### config.mk
export PLATFORM = sky130hd
export DESIGN_NAME = dram_timing_guard
export DESIGN_NICKNAME = d
export VERILOG_FILES = /design/src/rtl/dram_timing_pkg.sv /design/src/rtl/dram_gap_counter.sv /design/src/rtl/dram_bank_gaps.sv /design/src/rtl/dram_rank_gaps.sv /design/src/rtl/dram_timing_guard.sv
export SDC_FILE = /design/constraint.sdc
export NUM_CORES = 2
export LEC_CHECK = 0
export BUFFER_PORTS_ARGS = -buffer_cell sky130_fd_sc_hd__buf_2
export CAP_MARGIN = 20
export CORE_MARGIN = 2
export CORE_UTILIZATION = 25
export CTS_CLUSTER_SIZE = 30
export DETAILED_ROUTE_END_ITERATION = 16
export GPL_ROUTABILITY_DRIVEN = 0
export GPL_TIMING_DRIVEN = 0
export MAX_ROUTING_LAYER = met4
export RECOVER_POWER = 100
export SETUP_SLACK_MARGIN = 0.1
export SKIP_LAST_GASP = 1
export SYNTH_ARGS = -nofsm -noshare
export SYNTH_HDL_FRONTEND = slang
export SYNTH_HIERARCHICAL = 1
export SYNTH_SLANG_ARGS = --single-unit
### constraint.sdc
create_clock -name clk_i -period 3.4 [get_ports clk_i]
set_clock_uncertainty 0.05 [all_clocks]
set_input_delay 0.68 -clock clk_i [delete_from_list [all_inputs] [get_ports clk_i]]
set_output_delay 0.68 -clock clk_i [all_outputs]
set_load 0.02 [all_outputs]
### src/rtl/dram_timing_pkg.sv
package dram_timing_pkg;
  typedef enum logic [1:0] {
    CMD_ACT = 2'd0,
    CMD_RD  = 2'd1,
    CMD_WR  = 2'd2,
    CMD_PRE = 2'd3
  } cmd_e;

  localparam int unsigned ACT_WINDOW = 4;
endpackage

### src/rtl/dram_gap_counter.sv
module dram_gap_counter #(
  parameter int unsigned CW = 8
) (
  input  logic          clk_i,
  input  logic          rst_ni,
  input  logic          load_i,
  input  logic [CW-1:0] val_i,
  output logic          zero_o
);
  logic [CW-1:0] cnt_q, dec;

  assign dec = (cnt_q == '0) ? '0 : cnt_q - CW'(1);

  // keep the longer of the running and the new limit
  always_ff @(posedge clk_i or negedge rst_ni) begin
    if (!rst_ni)                   cnt_q <= '0;
    else if (load_i && val_i > dec) cnt_q <= val_i;
    else                           cnt_q <= dec;
  end

  assign zero_o = (cnt_q == '0);
endmodule

### src/rtl/dram_bank_gaps.sv
module dram_bank_gaps #(
  parameter int unsigned CW = 8
) (
  input  logic          clk_i,
  input  logic          rst_ni,
  input  logic          act_i,
  input  logic          wr_i,
  input  logic          pre_i,
  input  logic [CW-1:0] ld_rcd_rd_i,
  input  logic [CW-1:0] ld_rcd_wr_i,
  input  logic [CW-1:0] ld_ras_i,
  input  logic [CW-1:0] ld_rp_i,
  input  logic [CW-1:0] ld_rc_i,
  input  logic [CW-1:0] ld_wr2pre_i,
  output logic          act_ok_o,
  output logic          rd_ok_o,
  output logic          wr_ok_o,
  output logic          pre_ok_o
);
  dram_gap_counter #(.CW(CW)) u_act (
    .clk_i, .rst_ni, .load_i(act_i | pre_i),
    .val_i(act_i ? ld_rc_i : ld_rp_i), .zero_o(act_ok_o)
  );

  dram_gap_counter #(.CW(CW)) u_rd (
    .clk_i, .rst_ni, .load_i(act_i), .val_i(ld_rcd_rd_i), .zero_o(rd_ok_o)
  );

  dram_gap_counter #(.CW(CW)) u_wr (
    .clk_i, .rst_ni, .load_i(act_i), .val_i(ld_rcd_wr_i), .zero_o(wr_ok_o)
  );

  dram_gap_counter #(.CW(CW)) u_pre (
    .clk_i, .rst_ni, .load_i(act_i | wr_i),
    .val_i(act_i ? ld_ras_i : ld_wr2pre_i), .zero_o(pre_ok_o)
  );
endmodule

### src/rtl/dram_rank_gaps.sv
module dram_rank_gaps
  import dram_timing_pkg::*;
#(
  parameter int unsigned CW     = 8,
  parameter int unsigned N_BANK = 8,
  parameter int unsigned BANK_W = 3
) (
  input  logic              clk_i,
  input  logic              rst_ni,
  input  logic              hit_i,
  input  logic              other_i,
  input  cmd_e              cmd_i,
  input  logic [BANK_W-1:0] bank_i,
  input  cmd_e              prop_cmd_i,
  input  logic [BANK_W-1:0] prop_bank_i,
  input  logic [CW-1:0]     ld_rcd_rd_i,
  input  logic [CW-1:0]     ld_rcd_wr_i,
  input  logic [CW-1:0]     ld_ras_i,
  input  logic [CW-1:0]     ld_rp_i,
  input  logic [CW-1:0]     ld_rc_i,
  input  logic [CW-1:0]     ld_wr2pre_i,
  input  logic [CW-1:0]     ld_rrd_i,
  input  logic [CW-1:0]     ld_faw_i,
  input  logic [CW-1:0]     ld_wr2rd_i,
  input  logic [CW-1:0]     ld_rtp_i,
  input  logic [CW-1:0]     ld_rtw_i,
  input  logic [CW-1:0]     ld_ptp_i,
  input  logic [CW-1:0]     ld_xwr_rd_i,
  input  logic [CW-1:0]     ld_xrd_wr_i,
  input  logic [CW-1:0]     ld_xwr_wr_i,
  output logic              ok_o
);
  localparam int unsigned PW = $clog2(ACT_WINDOW);

  logic is_act, is_rd, is_wr, is_pre, o_rd, o_wr;
  assign is_act = hit_i && cmd_i == CMD_ACT;
  assign is_rd  = hit_i && cmd_i == CMD_RD;
  assign is_wr  = hit_i && cmd_i == CMD_WR;
  assign is_pre = hit_i && cmd_i == CMD_PRE;
  assign o_rd   = other_i && cmd_i == CMD_RD;
  assign o_wr   = other_i && cmd_i == CMD_WR;

  logic [N_BANK-1:0] act_ok, rd_ok, wr_ok, pre_ok;

  for (genvar b = 0; b < N_BANK; b++) begin : g_bank
    logic sel;
    assign sel = bank_i == BANK_W'(b);
    dram_bank_gaps #(.CW(CW)) u_bank (
      .clk_i, .rst_ni,
      .act_i(is_act && sel), .wr_i(is_wr && sel), .pre_i(is_pre && sel),
      .ld_rcd_rd_i, .ld_rcd_wr_i, .ld_ras_i, .ld_rp_i, .ld_rc_i, .ld_wr2pre_i,
      .act_ok_o(act_ok[b]), .rd_ok_o(rd_ok[b]),
      .wr_ok_o(wr_ok[b]), .pre_ok_o(pre_ok[b])
    );
  end

  logic rrd_ok, wtr_ok, rtp_ok, rtw_ok, ptp_ok, xrd_ok, xwr_ok;

  dram_gap_counter #(.CW(CW)) u_rrd (
    .clk_i, .rst_ni, .load_i(is_act), .val_i(ld_rrd_i), .zero_o(rrd_ok));
  dram_gap_counter #(.CW(CW)) u_wtr (
    .clk_i, .rst_ni, .load_i(is_wr), .val_i(ld_wr2rd_i), .zero_o(wtr_ok));
  dram_gap_counter #(.CW(CW)) u_rtp (
    .clk_i, .rst_ni, .load_i(is_rd), .val_i(ld_rtp_i), .zero_o(rtp_ok));
  dram_gap_counter #(.CW(CW)) u_rtw (
    .clk_i, .rst_ni, .load_i(is_rd), .val_i(ld_rtw_i), .zero_o(rtw_ok));
  dram_gap_counter #(.CW(CW)) u_ptp (
    .clk_i, .rst_ni, .load_i(is_pre), .val_i(ld_ptp_i), .zero_o(ptp_ok));
  dram_gap_counter #(.CW(CW)) u_xrd (
    .clk_i, .rst_ni, .load_i(o_wr), .val_i(ld_xwr_rd_i), .zero_o(xrd_ok));
  dram_gap_counter #(.CW(CW)) u_xwr (
    .clk_i, .rst_ni, .load_i(o_wr | o_rd),
    .val_i(o_wr ? ld_xwr_wr_i : ld_xrd_wr_i), .zero_o(xwr_ok));

  // one slot per activate of the window; slot at ptr holds the oldest one
  logic [PW-1:0] ptr_q;
  logic [ACT_WINDOW-1:0] faw_ok;

  for (genvar s = 0; s < ACT_WINDOW; s++) begin : g_faw
    dram_gap_counter #(.CW(CW)) u_slot (
      .clk_i, .rst_ni, .load_i(is_act && ptr_q == PW'(s)),
      .val_i(ld_faw_i), .zero_o(faw_ok[s]));
  end

  always_ff @(posedge clk_i or negedge rst_ni) begin
    if (!rst_ni)     ptr_q <= '0;
    else if (is_act) ptr_q <= (ptr_q == PW'(ACT_WINDOW-1)) ? '0 : ptr_q + PW'(1);
  end

  always_comb begin
    unique case (prop_cmd_i)
      CMD_ACT: ok_o = act_ok[prop_bank_i] && rrd_ok && faw_ok[ptr_q];
      CMD_RD:  ok_o = rd_ok[prop_bank_i] && wtr_ok && xrd_ok;
      CMD_WR:  ok_o = wr_ok[prop_bank_i] && rtw_ok && xwr_ok;
      default: ok_o = pre_ok[prop_bank_i] && rtp_ok && ptp_ok;
    endcase
  end
endmodule

### src/rtl/dram_timing_guard.sv
module dram_timing_guard
  import dram_timing_pkg::*;
#(
  parameter int unsigned N_RANK    = 2,
  parameter int unsigned N_BANK    = 8,
  parameter int unsigned TIME_W    = 6,
  parameter int unsigned BURST_LEN = 8,
  localparam int unsigned RANK_W   = (N_RANK > 1) ? $clog2(N_RANK) : 1,
  localparam int unsigned BANK_W   = (N_BANK > 1) ? $clog2(N_BANK) : 1
) (
  input  logic              clk_i,
  input  logic              rst_ni,
  input  logic              issue_valid_i,
  input  logic [1:0]        issue_cmd_i,
  input  logic [RANK_W-1:0] issue_rank_i,
  input  logic [BANK_W-1:0] issue_bank_i,
  input  logic [1:0]        prop_cmd_i,
  input  logic [RANK_W-1:0] prop_rank_i,
  input  logic [BANK_W-1:0] prop_bank_i,
  input  logic [TIME_W-1:0] t_cl_i,
  input  logic [TIME_W-1:0] t_rcd_rd_i,
  input  logic [TIME_W-1:0] t_rcd_wr_i,
  input  logic [TIME_W-1:0] t_ras_i,
  input  logic [TIME_W-1:0] t_rp_i,
  input  logic [TIME_W-1:0] t_rc_i,
  input  logic [TIME_W-1:0] t_rrd_i,
  input  logic [TIME_W-1:0] t_faw_i,
  input  logic [TIME_W-1:0] t_wr_i,
  input  logic [TIME_W-1:0] t_wtr_i,
  input  logic [TIME_W-1:0] t_rtp_i,
  input  logic [TIME_W-1:0] t_rtw_i,
  input  logic [TIME_W-1:0] t_ptp_i,
  input  logic [TIME_W-1:0] t_xwr_rd_i,
  input  logic [TIME_W-1:0] t_xrd_wr_i,
  input  logic [TIME_W-1:0] t_xwr_wr_i,
  output logic              legal_o
);
  // room for cl + burst/2 - 1 + recovery
  localparam int unsigned CW = TIME_W + 2;

  function automatic logic [CW-1:0] to_load(input logic [CW-1:0] n);
    return (n == '0) ? '0 : n - CW'(1);
  endfunction

  logic [CW-1:0] wr2pre, wr2rd;
  assign wr2pre = CW'(t_cl_i) + CW'(BURST_LEN / 2) - CW'(1) + CW'(t_wr_i);
  assign wr2rd  = CW'(t_cl_i) + CW'(BURST_LEN / 2) - CW'(1) + CW'(t_wtr_i);

  logic [CW-1:0] ld_rcd_rd, ld_rcd_wr, ld_ras, ld_rp, ld_rc, ld_wr2pre, ld_rrd,
                 ld_faw, ld_wr2rd, ld_rtp, ld_rtw, ld_ptp, ld_xwr_rd, ld_xrd_wr,
                 ld_xwr_wr;
  assign ld_rcd_rd = to_load(CW'(t_rcd_rd_i));
  assign ld_rcd_wr = to_load(CW'(t_rcd_wr_i));
  assign ld_ras    = to_load(CW'(t_ras_i));
  assign ld_rp     = to_load(CW'(t_rp_i));
  assign ld_rc     = to_load(CW'(t_rc_i));
  assign ld_wr2pre = to_load(wr2pre);
  assign ld_rrd    = to_load(CW'(t_rrd_i));
  assign ld_faw    = to_load(CW'(t_faw_i));
  assign ld_wr2rd  = to_load(wr2rd);
  assign ld_rtp    = to_load(CW'(t_rtp_i));
  assign ld_rtw    = to_load(CW'(t_rtw_i));
  assign ld_ptp    = to_load(CW'(t_ptp_i));
  assign ld_xwr_rd = to_load(CW'(t_xwr_rd_i));
  assign ld_xrd_wr = to_load(CW'(t_xrd_wr_i));
  assign ld_xwr_wr = to_load(CW'(t_xwr_wr_i));

  cmd_e issue_cmd, prop_cmd;
  assign issue_cmd = cmd_e'(issue_cmd_i);
  assign prop_cmd  = cmd_e'(prop_cmd_i);

  logic [N_RANK-1:0] rank_ok;

  for (genvar r = 0; r < N_RANK; r++) begin : g_rank
    logic own;
    assign own = issue_rank_i == RANK_W'(r);
    dram_rank_gaps #(.CW(CW), .N_BANK(N_BANK), .BANK_W(BANK_W)) u_rank (
      .clk_i, .rst_ni,
      .hit_i(issue_valid_i && own), .other_i(issue_valid_i && !own),
      .cmd_i(issue_cmd), .bank_i(issue_bank_i),
      .prop_cmd_i(prop_cmd), .prop_bank_i(prop_bank_i),
      .ld_rcd_rd_i(ld_rcd_rd), .ld_rcd_wr_i(ld_rcd_wr), .ld_ras_i(ld_ras),
      .ld_rp_i(ld_rp), .ld_rc_i(ld_rc), .ld_wr2pre_i(ld_wr2pre),
      .ld_rrd_i(ld_rrd), .ld_faw_i(ld_faw), .ld_wr2rd_i(ld_wr2rd),
      .ld_rtp_i(ld_rtp), .ld_rtw_i(ld_rtw), .ld_ptp_i(ld_ptp),
      .ld_xwr_rd_i(ld_xwr_rd), .ld_xrd_wr_i(ld_xrd_wr), .ld_xwr_wr_i(ld_xwr_wr),
      .ok_o(rank_ok[r])
    );
  end

  assign legal_o = rank_ok[prop_rank_i];
endmodule

==> flow_summary.yaml <==
status:
  outcome: "complete, but fails checks"
  violations: "capacitance limit, slew limit, setup timing"
placement:
  placed_area_sq_mm: 0.0764
  io_buffers: 108
  dpl.hpwl_um: 125000
  pre_cts_slack_ns: -2.09
  post-place-cells: 11200
grt:
  grt_max_degree: 112
  overflow: 0
  grt_usage_pct: 12.7
  grt_pass1_vias: 51500
  antenna_found_initial: 7
  grt_pass1_wl_um: 279000
clock_tree:
  root_buffer: "clkbuf_16"
  cts_sinks: 692
  cts_buffer_depth: 3
  h-tree-depth: 3
  cts_tree: "done"
  cts_buffers: 91
  clk_pin_slew_ns: 0.06
  clock_latency_ns: 0.72
synthesis:
  synthCells: 7135
  yosys_warnings: 6
  synth_top_area_share_pct: 25.5
  yosysUniqueCellTypes: 60
  synthTopCellsByArea: "dfrtp_1, ha_1, mux2i_1, inv_1, mux2_2"
  synth_top_area_cell: "dfrtp_1"
  syn_area_sq_mm: 0.0680
  synth_top_flop_cell: "dfrtp_1"
  synth_seq_area_share_pct: 25.5
  async_reset_ff_share_pct: 100
  synth.most_common_cell: "inv_1"
  synth_edf_count: 0
  syn_area_per_cell_sq_um: 9.53
  netlist_top_cells_count: "inv_1, ha_1, mux2i_1"
  ys_ff_latch: 692
critical_path:
  cp_max_fo: 6
  start_kind: "flip-flop"
  cp.arrival_ns: 3.41
  setup.worst_path.end_class: "primary output"
  criticalPathCategory: "flip-flop to primary output"
  worst_ep_required_time_ns: 2.67
flow_run:
  cap_violations: 2
power:
  switchingPower_mw: 20.3
  power_density_mw_per_mm2: 588
  internal_power_mw: 28.3
  pwr-share-seq_pct: 31.9
  clockPowerShare_pct: 20.1
  p_total_mw: 48.6
  switching_share_pct: 41.8
  ir_drop_uv: 390
  p_leak_nw: 41.0
  pwr-share-comb_pct: 48.1
timing:
  slew_headroom_pct: -7.41
  fin_hold_ws_ns: 0.355
  finalHoldViolCount: 0
  post-route-period-util_pct: 122
  finalMaxSlewViolations: 220
  fmax_ghz: 0.242
  setup_viol: 470
  fin_tns_setup_ns: -113.61
  worst_pin_slew_ns: 1.61
  rsz0062_at_grt: "true"
  post-route-min-period_ns: 4.14
  setup_ws_ns: -0.739
floorplanning:
  io_pins: 112
  die_area_sq_mm: 0.276
  dieHeight_um: 525
  die_w_um: 525
  core_sq_mm: 0.271
  rows: 191
  start_util_pct: 25.1
route:
  via_count: 51000
  drcViolationCount: 0
  wirelength_um: 172000
  firstDrtPassIters: 5
  drt-vias-per-instance: 4.43
  drtAntennaViolNets: 0
  drtIter0Drc: 2126
  wl_per_cell_um: 14.9
worst_hold_path:
  hold_path.class: "primary input to asynchronous set/reset pin"
layout:
  nets: 8879
  stdcell_area_sq_mm: 0.0825
  fill_cells: 28100
  drive_above_1_share_pct: 22.4
  finish.utilization_pct: 30.5
  instances_no_fill: 11500
  syn_to_final_growth_pct: 21.4
[sequential cells by signal (all words and copies together) (netlist names), 64 cells and up]
signal                                   count
g_rank.u_rank/g_bank.u_bank/u_pre/cnt_q    128
g_rank.u_rank/g_faw.u_slot/cnt_q            64
g_rank.u_rank/g_bank.u_bank/u_wr/cnt_q     128
g_rank.u_rank/g_bank.u_bank/u_act/cnt_q    128
g_rank.u_rank/g_bank.u_bank/u_rd/cnt_q     128
[layer usage]
metal | part of all wire (%) | up-vias | global-route usage, %
met5 | 0 | - | -
met4 | 2.3 | 0 | 2.95
met3 | 2.5 | 203 | 1.55
met2 | 47 | 468 | 21.1
met1 | 48 | 24100 | 16.4
li1 | - | 26200 | -
[worst max-delay path: stages (launching register included)]
cell and delay (ns):
dfrtp_1 0.37, inv_2 0.06, ha_4 0.15, nor4b_4 0.12, and2_1 0.15, buf_6 0.14, mux4_2 0.45, mux2_4 0.32
a31oi_4 0.36, a41oi_4 0.08, mux2_4 0.32, buf_8 0.14
[cells by family after synthesis]
| family | count (synthesis) | synth area share (%) |
|---|---|---|
| compound gates | 781 | 8.30 |
| xor+xnor | 294 | 3.79 |
| fa+ha+maj | 902 | 16.6 |
| buf+inv | 1037 | 6.49 |
| flops | 692 | 25.5 |
| mux | 1078 | 17.6 |
| other cells | 1 | 0.00552 |
| simple gates | 2350 | 21.7 |
[repair_timing]
item,in CTS,in global routing
hold endpoints to repair,18,0
gates cloned,3,2
setup endpoints to repair,187,186
hold buffers,1,0
pin swaps,129,83
buffers inserted,132,49
gates resized for setup,224,135
[layout make-up]
class	count	area [sq um]	area share (%)
antenna	6	15.0	0.0182
clock buffer	137	2740	3.32
buffer	126	1060	1.28
sequential	692	17300	21.0
clock inverter	28	258	0.312
multi-input combinational	5710	50100	60.7
timing repair buffer	335	3120	3.78
tap	3570	4470	5.41
inverter	910	3420	4.14
[cells in the final DEF, fill, tap and decap left out, drive strengths merged, types with 95 or more instances in the layout]
master | Yosys | layout
inv | 910 | 913
ha | 900 | 900
mux2i | 694 | 694
dfrtp | 692 | 692
a21oi | 441 | 441
buf | 124 | 436
nor2 | 393 | 394
mux2 | 370 | 370
nand2 | 314 | 314
conb | 1 | 304
nor3 | 300 | 300
or2 | 292 | 292
xor2 | 182 | 182
or3 | 179 | 179
nand4 | 175 | 175
clkbuf | 3 | 161
nand2b | 114 | 114
xnor2 | 112 | 112
nor2b | 104 | 104
nand3b | 96 | 96
nand3 | 95 | 95
[worst paths after layout]
check                                                                           start                                                         end  slack [ns]  cells after the start
setup / recovery           g_rank[0].u_rank/g_bank[3].u_bank/u_pre/cnt_q[1]$_DFF_PN0_                                                     legal_o       -0.74                     11
hold / removal                                                                 rst_ni   g_rank[1].u_rank/g_bank[2].u_bank/u_wr/cnt_q[3]$_DFF_PN0_        0.36                      2
setup reg to reg                            g_rank[0].u_rank/u_rtp/cnt_q[0]$_DFF_PN0_                   g_rank[0].u_rank/u_rtp/cnt_q[0]$_DFF_PN0_        0.09                     12
hold reg to reg                             g_rank[0].u_rank/u_xwr/cnt_q[5]$_DFF_PN0_                   g_rank[0].u_rank/u_xwr/cnt_q[5]$_DFF_PN0_        0.56                      2
max in group asynchronous                                                      rst_ni  g_rank[0].u_rank/g_bank[5].u_bank/u_pre/cnt_q[6]$_DFF_PN0_       -0.20                      5
min in group clk_i                                                         t_rtp_i[3]                   g_rank[1].u_rank/u_rtp/cnt_q[3]$_DFF_PN0_        0.42                      5
[power groups by stage]
| stage | registers (mW) | clock network, mW | logic (mW) |
|---|---|---|---|
| 6_report | 15.5 | 9.75 | 23.3 |
| 5_1_grt | 16.1 | 10.4 | 26.8 |
| 4_1_cts | 15.4 | 10.1 | 23.1 |
| 3_5_place_dp | 15.3 | 0 | 22.3 |
| 3_3_place_gp | 15.3 | 0 | 21.8 |
| 2_1_floorplan | 14.5 | 0 | 17.8 |
Power figures use the tool's default switching activity.
